**src/rtl/ddr_pwrup_pkg.sv**
```systemverilog
package ddr_pwrup_pkg;

  localparam int MRV_W      = 13;
  localparam int STEP_W     = 4;
  localparam int STEPS_DDR2 = 11;
  localparam int STEPS_DDR1 = 5;

  localparam logic [5:0] CMD_NONE = 6'b000000;
  localparam logic [5:0] CMD_MRS  = 6'b000001;
  localparam logic [5:0] CMD_EMRS = 6'b000010;
  localparam logic [5:0] CMD_AREF = 6'b000100;
  localparam logic [5:0] CMD_PREA = 6'b001000;
  localparam logic [5:0] CMD_EMR2 = 6'b010000;
  localparam logic [5:0] CMD_EMR3 = 6'b100000;

  localparam logic [1:0] SEL_MR   = 2'd0;
  localparam logic [1:0] SEL_EMR  = 2'd1;
  localparam logic [1:0] SEL_EMR2 = 2'd2;
  localparam logic [1:0] SEL_EMR3 = 2'd3;

  typedef enum logic [1:0] {
    ST_IDLE = 2'd0,
    ST_CMD  = 2'd1,
    ST_GAP  = 2'd2,
    ST_DONE = 2'd3
  } seq_state_e;

  typedef struct packed {
    logic [5:0]       cmd;
    logic [1:0]       sel;
    logic [MRV_W-1:0] val;
  } step_t;

  function automatic step_t mk_step(input logic [5:0] c, input logic [1:0] s,
                                    input logic [MRV_W-1:0] v);
    step_t r;
    r.cmd = c;
    r.sel = s;
    r.val = v;
    return r;
  endfunction

  // Script contents per memory type; order is the required issue order.
  function automatic step_t script_step(input logic ddr2, input logic [STEP_W-1:0] idx);
    step_t r;
    r = mk_step(CMD_NONE, SEL_MR, '0);
    if (ddr2) begin
      case (idx)
        4'd0:    r = mk_step(CMD_PREA, SEL_MR,   13'h000);
        4'd1:    r = mk_step(CMD_EMR2, SEL_EMR2, 13'h000);
        4'd2:    r = mk_step(CMD_EMR3, SEL_EMR3, 13'h000);
        4'd3:    r = mk_step(CMD_EMRS, SEL_EMR,  13'h000);
        4'd4:    r = mk_step(CMD_MRS,  SEL_MR,   13'h100);
        4'd5:    r = mk_step(CMD_PREA, SEL_MR,   13'h000);
        4'd6:    r = mk_step(CMD_AREF, SEL_MR,   13'h000);
        4'd7:    r = mk_step(CMD_AREF, SEL_MR,   13'h000);
        4'd8:    r = mk_step(CMD_MRS,  SEL_MR,   13'hA33);
        4'd9:    r = mk_step(CMD_EMRS, SEL_EMR,  13'h382);
        4'd10:   r = mk_step(CMD_EMRS, SEL_EMR,  13'h402);
        default: r = mk_step(CMD_NONE, SEL_MR,   13'h000);
      endcase
    end else begin
      case (idx)
        4'd0:    r = mk_step(CMD_PREA, SEL_MR,   13'h000);
        4'd1:    r = mk_step(CMD_MRS,  SEL_MR,   13'h133);
        4'd2:    r = mk_step(CMD_EMRS, SEL_EMR,  13'h002);
        4'd3:    r = mk_step(CMD_PREA, SEL_MR,   13'h000);
        4'd4:    r = mk_step(CMD_MRS,  SEL_MR,   13'h033);
        default: r = mk_step(CMD_NONE, SEL_MR,   13'h000);
      endcase
    end
    return r;
  endfunction

endpackage

```
**src/rtl/ddr_pwrup_script.sv**
```systemverilog
module ddr_pwrup_script
  import ddr_pwrup_pkg::*;
(
  input  logic              ddr2_i,
  input  logic [STEP_W-1:0] idx_i,
  output step_t             step_o,
  output logic              last_o
);

  localparam logic [STEP_W-1:0] LAST_DDR2 = STEP_W'(STEPS_DDR2 - 1);
  localparam logic [STEP_W-1:0] LAST_DDR1 = STEP_W'(STEPS_DDR1 - 1);

  always_comb begin
    step_o = script_step(ddr2_i, idx_i);
    last_o = (idx_i == (ddr2_i ? LAST_DDR2 : LAST_DDR1));
  end

endmodule

```
**src/rtl/ddr_pwrup_gap.sv**
```systemverilog
module ddr_pwrup_gap #(
  parameter int GAP_CYC = 16
) (
  input  logic clk,
  input  logic rst_n,
  input  logic load_i,
  output logic expire_o
);

  localparam int CW = $clog2(GAP_CYC + 1);

  logic [CW-1:0] cnt_q, cnt_d;
  logic          cnt_en;

  always_comb begin
    cnt_en = load_i || (cnt_q != '0);
    if (load_i) cnt_d = CW'(GAP_CYC);
    else        cnt_d = cnt_q - CW'(1);
  end

  always_ff @(posedge clk or negedge rst_n) begin
    if (!rst_n)      cnt_q <= '0;
    else if (cnt_en) cnt_q <= cnt_d;
  end

  assign expire_o = (cnt_q == CW'(1));

endmodule

```
**src/rtl/ddr_pwrup_refsel.sv**
```systemverilog
module ddr_pwrup_refsel #(
  parameter int REF_W      = 10,
  parameter int REF_EN_BIT = 14,
  parameter int REF_HI     = 624,
  parameter int REF_LO     = 390
) (
  input  logic                done_i,
  input  logic                ref40_i,
  output logic [REF_EN_BIT:0] refresh_o
);

  logic [REF_W-1:0]    ival;
  logic [REF_EN_BIT:0] word;

  assign ival = ref40_i ? REF_W'(REF_HI) : REF_W'(REF_LO);

  generate
    if (REF_EN_BIT > REF_W) begin : g_pad
      assign word = {1'b1, {(REF_EN_BIT - REF_W){1'b0}}, ival};
    end else begin : g_nopad
      assign word = {1'b1, ival};
    end
  endgenerate

  assign refresh_o = done_i ? word : '0;

endmodule

```
**src/rtl/ddr_pwrup_seq.sv**
```systemverilog
module ddr_pwrup_seq
  import ddr_pwrup_pkg::*;
#(
  parameter int GAP_CYC    = 16,
  parameter int REF_W      = 10,
  parameter int REF_EN_BIT = 14,
  parameter int REF_HI     = 624,
  parameter int REF_LO     = 390
) (
  input  logic                  clk,
  input  logic                  rst_n,
  input  logic                  start_i,
  input  logic                  strap_ddr2_i,
  input  logic                  strap_ref40_i,
  output logic [5:0]            cmd_o,
  output logic [1:0]            mreg_sel_o,
  output logic [MRV_W-1:0]      mreg_val_o,
  output logic                  done_o,
  output logic [REF_EN_BIT:0]   refresh_o
);

  // reset: asynchronous assert, synchronous release
  logic rs_q1, rs_q2, srst_n;
  always_ff @(posedge clk or negedge rst_n) begin
    if (!rst_n) begin
      rs_q1 <= 1'b0;
      rs_q2 <= 1'b0;
    end else begin
      rs_q1 <= 1'b1;
      rs_q2 <= rs_q1;
    end
  end
  assign srst_n = rs_q2;

  seq_state_e        st_q, st_d;
  logic [STEP_W-1:0] idx_q, idx_d;
  logic              ddr2_q, r40_q;
  logic              cfg_en, idx_en;
  logic              gap_load, gap_expire, last;
  step_t             step;

  ddr_pwrup_script u_script (
    .ddr2_i (ddr2_q),
    .idx_i  (idx_q),
    .step_o (step),
    .last_o (last)
  );

  ddr_pwrup_gap #(.GAP_CYC(GAP_CYC)) u_gap (
    .clk      (clk),
    .rst_n    (srst_n),
    .load_i   (gap_load),
    .expire_o (gap_expire)
  );

  // next state
  always_comb begin
    st_d     = st_q;
    idx_d    = idx_q;
    idx_en   = 1'b0;
    cfg_en   = 1'b0;
    gap_load = 1'b0;
    case (st_q)
      ST_IDLE: begin
        if (start_i) begin
          st_d   = ST_CMD;
          idx_d  = '0;
          idx_en = 1'b1;
          cfg_en = 1'b1;
        end
      end
      ST_CMD: begin
        gap_load = 1'b1;
        st_d     = ST_GAP;
      end
      ST_GAP: begin
        if (gap_expire) begin
          if (last) begin
            st_d = ST_DONE;
          end else begin
            st_d   = ST_CMD;
            idx_d  = idx_q + STEP_W'(1);
            idx_en = 1'b1;
          end
        end
      end
      default: st_d = ST_DONE;
    endcase
  end

  // registers
  always_ff @(posedge clk or negedge srst_n) begin
    if (!srst_n) st_q <= ST_IDLE;
    else         st_q <= st_d;
  end

  always_ff @(posedge clk or negedge srst_n) begin
    if (!srst_n)     idx_q <= '0;
    else if (idx_en) idx_q <= idx_d;
  end

  always_ff @(posedge clk or negedge srst_n) begin
    if (!srst_n) begin
      ddr2_q <= 1'b0;
      r40_q  <= 1'b0;
    end else if (cfg_en) begin
      ddr2_q <= strap_ddr2_i;
      r40_q  <= strap_ref40_i;
    end
  end

  // outputs
  always_comb begin
    if (st_q == ST_CMD) begin
      cmd_o      = step.cmd;
      mreg_sel_o = step.sel;
      mreg_val_o = step.val;
    end else begin
      cmd_o      = CMD_NONE;
      mreg_sel_o = '0;
      mreg_val_o = '0;
    end
  end

  assign done_o = (st_q == ST_DONE);

  ddr_pwrup_refsel #(
    .REF_W      (REF_W),
    .REF_EN_BIT (REF_EN_BIT),
    .REF_HI     (REF_HI),
    .REF_LO     (REF_LO)
  ) u_ref (
    .done_i    (done_o),
    .ref40_i   (r40_q),
    .refresh_o (refresh_o)
  );

endmodule

```
**config.mk**
```make
export PLATFORM = sky130hd
export DESIGN_NAME = ddr_pwrup_seq
export DESIGN_NICKNAME = d
export VERILOG_FILES = /design/src/rtl/ddr_pwrup_pkg.sv /design/src/rtl/ddr_pwrup_script.sv /design/src/rtl/ddr_pwrup_gap.sv /design/src/rtl/ddr_pwrup_refsel.sv /design/src/rtl/ddr_pwrup_seq.sv
export SDC_FILE = /design/constraint.sdc
export NUM_CORES = 1
export LEC_CHECK = 0
export ABC_CLOCK_PERIOD_IN_PS = 2700
export BUFFER_PORTS_ARGS = -buffer_cell sky130_fd_sc_hd__buf_2
export CORE_AREA = 4 4 75 77
export DETAILED_ROUTE_END_ITERATION = 10
export DIE_AREA = 0 0 79 81
export SLEW_MARGIN = 20
export SYNTH_ARGS = -nofsm -noshare
export SYNTH_HDL_FRONTEND = slang
export SYNTH_SLANG_ARGS = --single-unit
```
**constraint.sdc**
```tcl
create_clock -name clk -period 2.7 [get_ports clk]
set_input_delay 0.54 -clock clk [delete_from_list [all_inputs] [get_ports clk]]
set_output_delay 0.54 -clock clk [all_outputs]
set_load 0.005 [all_outputs]
```
==> run metrics <==
number of synthesized flops with an enable pin=0; core region area=5010 µm²; Routed Antenna Nets=0; Leak Pwr=0.725 nW; Initial Util=0.242; Tmin final=2.42 ns; Root Driver=clkbuf_8; synthesized instance count=148; Final Power=440 µW; slew at the pin closest to its max-slew limit=0.531 ns; P&R area growth vs syn=13.4%; Post-synth top flop=dfrtp_1; Setup Fix Bufs, Post-CTS=0; CTS Buf Count=3; CTS HTree Levels=1; kind of critical path=reg2out; row cnt=26; setup violators final=0; post-cts resize count=0; # IOs=42; top cell type's share of synthesized area=0.310; largest net degree at the start of global routing=18; synthesis-stage register bit count=15; Global Route Usage Sum=0.0770; Placer Congestion=0.814; chip height=81 µm; post-synthesis sequential area ratio=0.310; Placed Area=1330 µm²; Mapped Area=1210 µm²; # DRC=0; fin nets=182; number of distinct library cells after synthesis=36; PwrDens=320 nW/µm²; final hold violation count=0; Async S/R FF share, synth=1.00; GRT overflow=0; fin crit share=0.895; CTS Sinks=15; Avg WL per Cell=10.1 µm; outcome=finished, final reports clean; worst slack, placed=0.563 ns; clk_lat worst skew=0.25 ns; cts hold-fix bufs=0; crit-path cells=inv_1 > ha_1 > nor3b_1 > o21ai_0 > o21a_1 > nor2_1 > buf_2; DP HPWL=1.85 mm; max frequency=0.414 GHz; Mean Syn Cell Area=8.19 µm²; setup TNS=0 ns; Clk pin slew, worst setup/hold paths=0.06 ns; Max Cap Violations=0; Vias=964; Synth area leaders=dfrtp_1, buf_4, ha_1, o21ai_0, and2_1; CTS tree=done; commonest cells after routing, fill and taps aside=buf_2, dfrtp_1, o21ai_0, nor2_1, conb_1; I/O Buffers=31; Clock Path Buffers=2; Max IR drop VDD=0.000256 V; DR iter-0 viols=34; final setup margin=0.282 ns; Critical Path RT=2.16 ns; share of cells above drive strength 1=0.244; min-delay worst type=in2async; number of synthesis warnings=0; post-route cell area=1380 µm²; commonest non-fill, non-tap cell in the layout=buf_2; first-pass GRT wire length=4.03 mm; slowest CP cell=dfrtp_1; CP Max Fanout=10; Critical Path Max Stage Delay=0.51 ns; Post-Route WL=2.40 mm; DR vias/cell=4.05; antenna fix cells=0; vias in the first global route=907; CP Capture Type=primary output; unrepaired setup endpoints after global routing=false; Slew Viols, Final=0; Die Area=6400 µm²; post-synth top area cell=dfrtp_1; router iterations before antenna repair=4; critical path arrival=1.88 ns; initial antenna violation count=0; Chip Width=79 µm; crit path launch type=flip-flop; Fin Clk Skew=0.00488 ns; slew margin rel.=0.646
[power breakdown]
group          leakage, nW  switching [mW]  internal (mW)
combinational        0.515          0.0108        0.00879
clock               0.0255          0.0780          0.102
sequential           0.184          0.0114          0.229
total                0.725           0.100          0.340
[synthesized netlist by cell type, types with 2 or more instances]
library cell,n
xnor2_1,3
nor2_1,11
nand2_1,10
o21ai_0,11
nor3b_1,5
and3_1,2
nor2b_1,3
inv_1,8
nand2b_1,4
ha_1,8
buf_4,19
a21oi_1,8
nand3_1,5
and2_1,7
or4b_1,2
nor3_1,3
mux2i_1,2
conb_1,2
clkbuf_1,4
dfrtp_1,15
[final cells by class]
class	count	area (µm²)
sequential	15	375
timing repair buffer	32	163
inverter	8	30.0
clock buffer	3	41.3
multi-input combinational	109	673
tap	70	87.6
fill	572	3630
clock inverter	1	5.00
[path summary, 6_finish.rpt]
check	startpoint	endpoint	slack, ns	cells after the start
max in group asynchronous	rs_q2	u_gap.cnt_q[2]	2.13	0
min in group clk	rs_q1	rs_q2	0.35	0
worst max register to register	ddr2_q	idx_q[2]	0.96	4
worst min register to register	rs_q2	idx_q[2]	0.21	0
worst max-delay path	idx_q[1]	mreg_val_o[5]	0.28	7
worst min-delay path	rst_n	rs_q1	0.07	1
[routing by layer]
metal,track usage,wire length [µm],share of wire
met1,0.0995,1120,0.47
met2,0.126,1120,0.47
met3,0.0288,159,0.066
met4,0.0103,0,0
met5,0,0,0
[state kept, by name, indices dropped and copies added, names as in the netlist]
| name | flops |
|---|---|
| ddr2_q | 1 |
| idx_q | 4 |
| u_gap.cnt_q | 5 |
| rs_q1 | 1 |
| st_q | 2 |
| rs_q2 | 1 |
| r40_q | 1 |
[metrics by stage]
step	hold WS, ns	instances	utilization
after CTS	0.0612	238	0.274
after global routing	0.0580	238	0.274
after floorplan	0.160	157	-
after detailed placement	0.233	234	0.265
final	0.0675	238	0.274
after global placement	0.242	234	0.265
[worst max-delay path: cells and delay by family (launching register included)]
| kind | cells | cell delay, ns |
|---|---|---|
| simple gates | 2 | 0.21 |
| flops | 1 | 0.51 |
| buf+inv | 2 | 0.25 |
| fa+ha+maj | 1 | 0.27 |
| compound gates | 2 | 0.39 |
[kinds of logic (layout without fill, tap and decap cells)]
| group | count (synthesis) | count (layout) | synth area share |
|---|---|---|---|
| AOI/OAI and AO/OA | 23 | 23 | 0.103 |
| xor gates and xnor gates | 3 | 3 | 0.0217 |
| adders and majority gates | 8 | 8 | 0.0826 |
| buffers and inverters | 33 | 44 | 0.163 |
| DFF | 15 | 15 | 0.310 |
| muxes | 2 | 2 | 0.0165 |
| other | 2 | 11 | 0.00619 |
| and+or+nand+nor | 62 | 62 | 0.297 |
(Power assumes the default switching activity.)
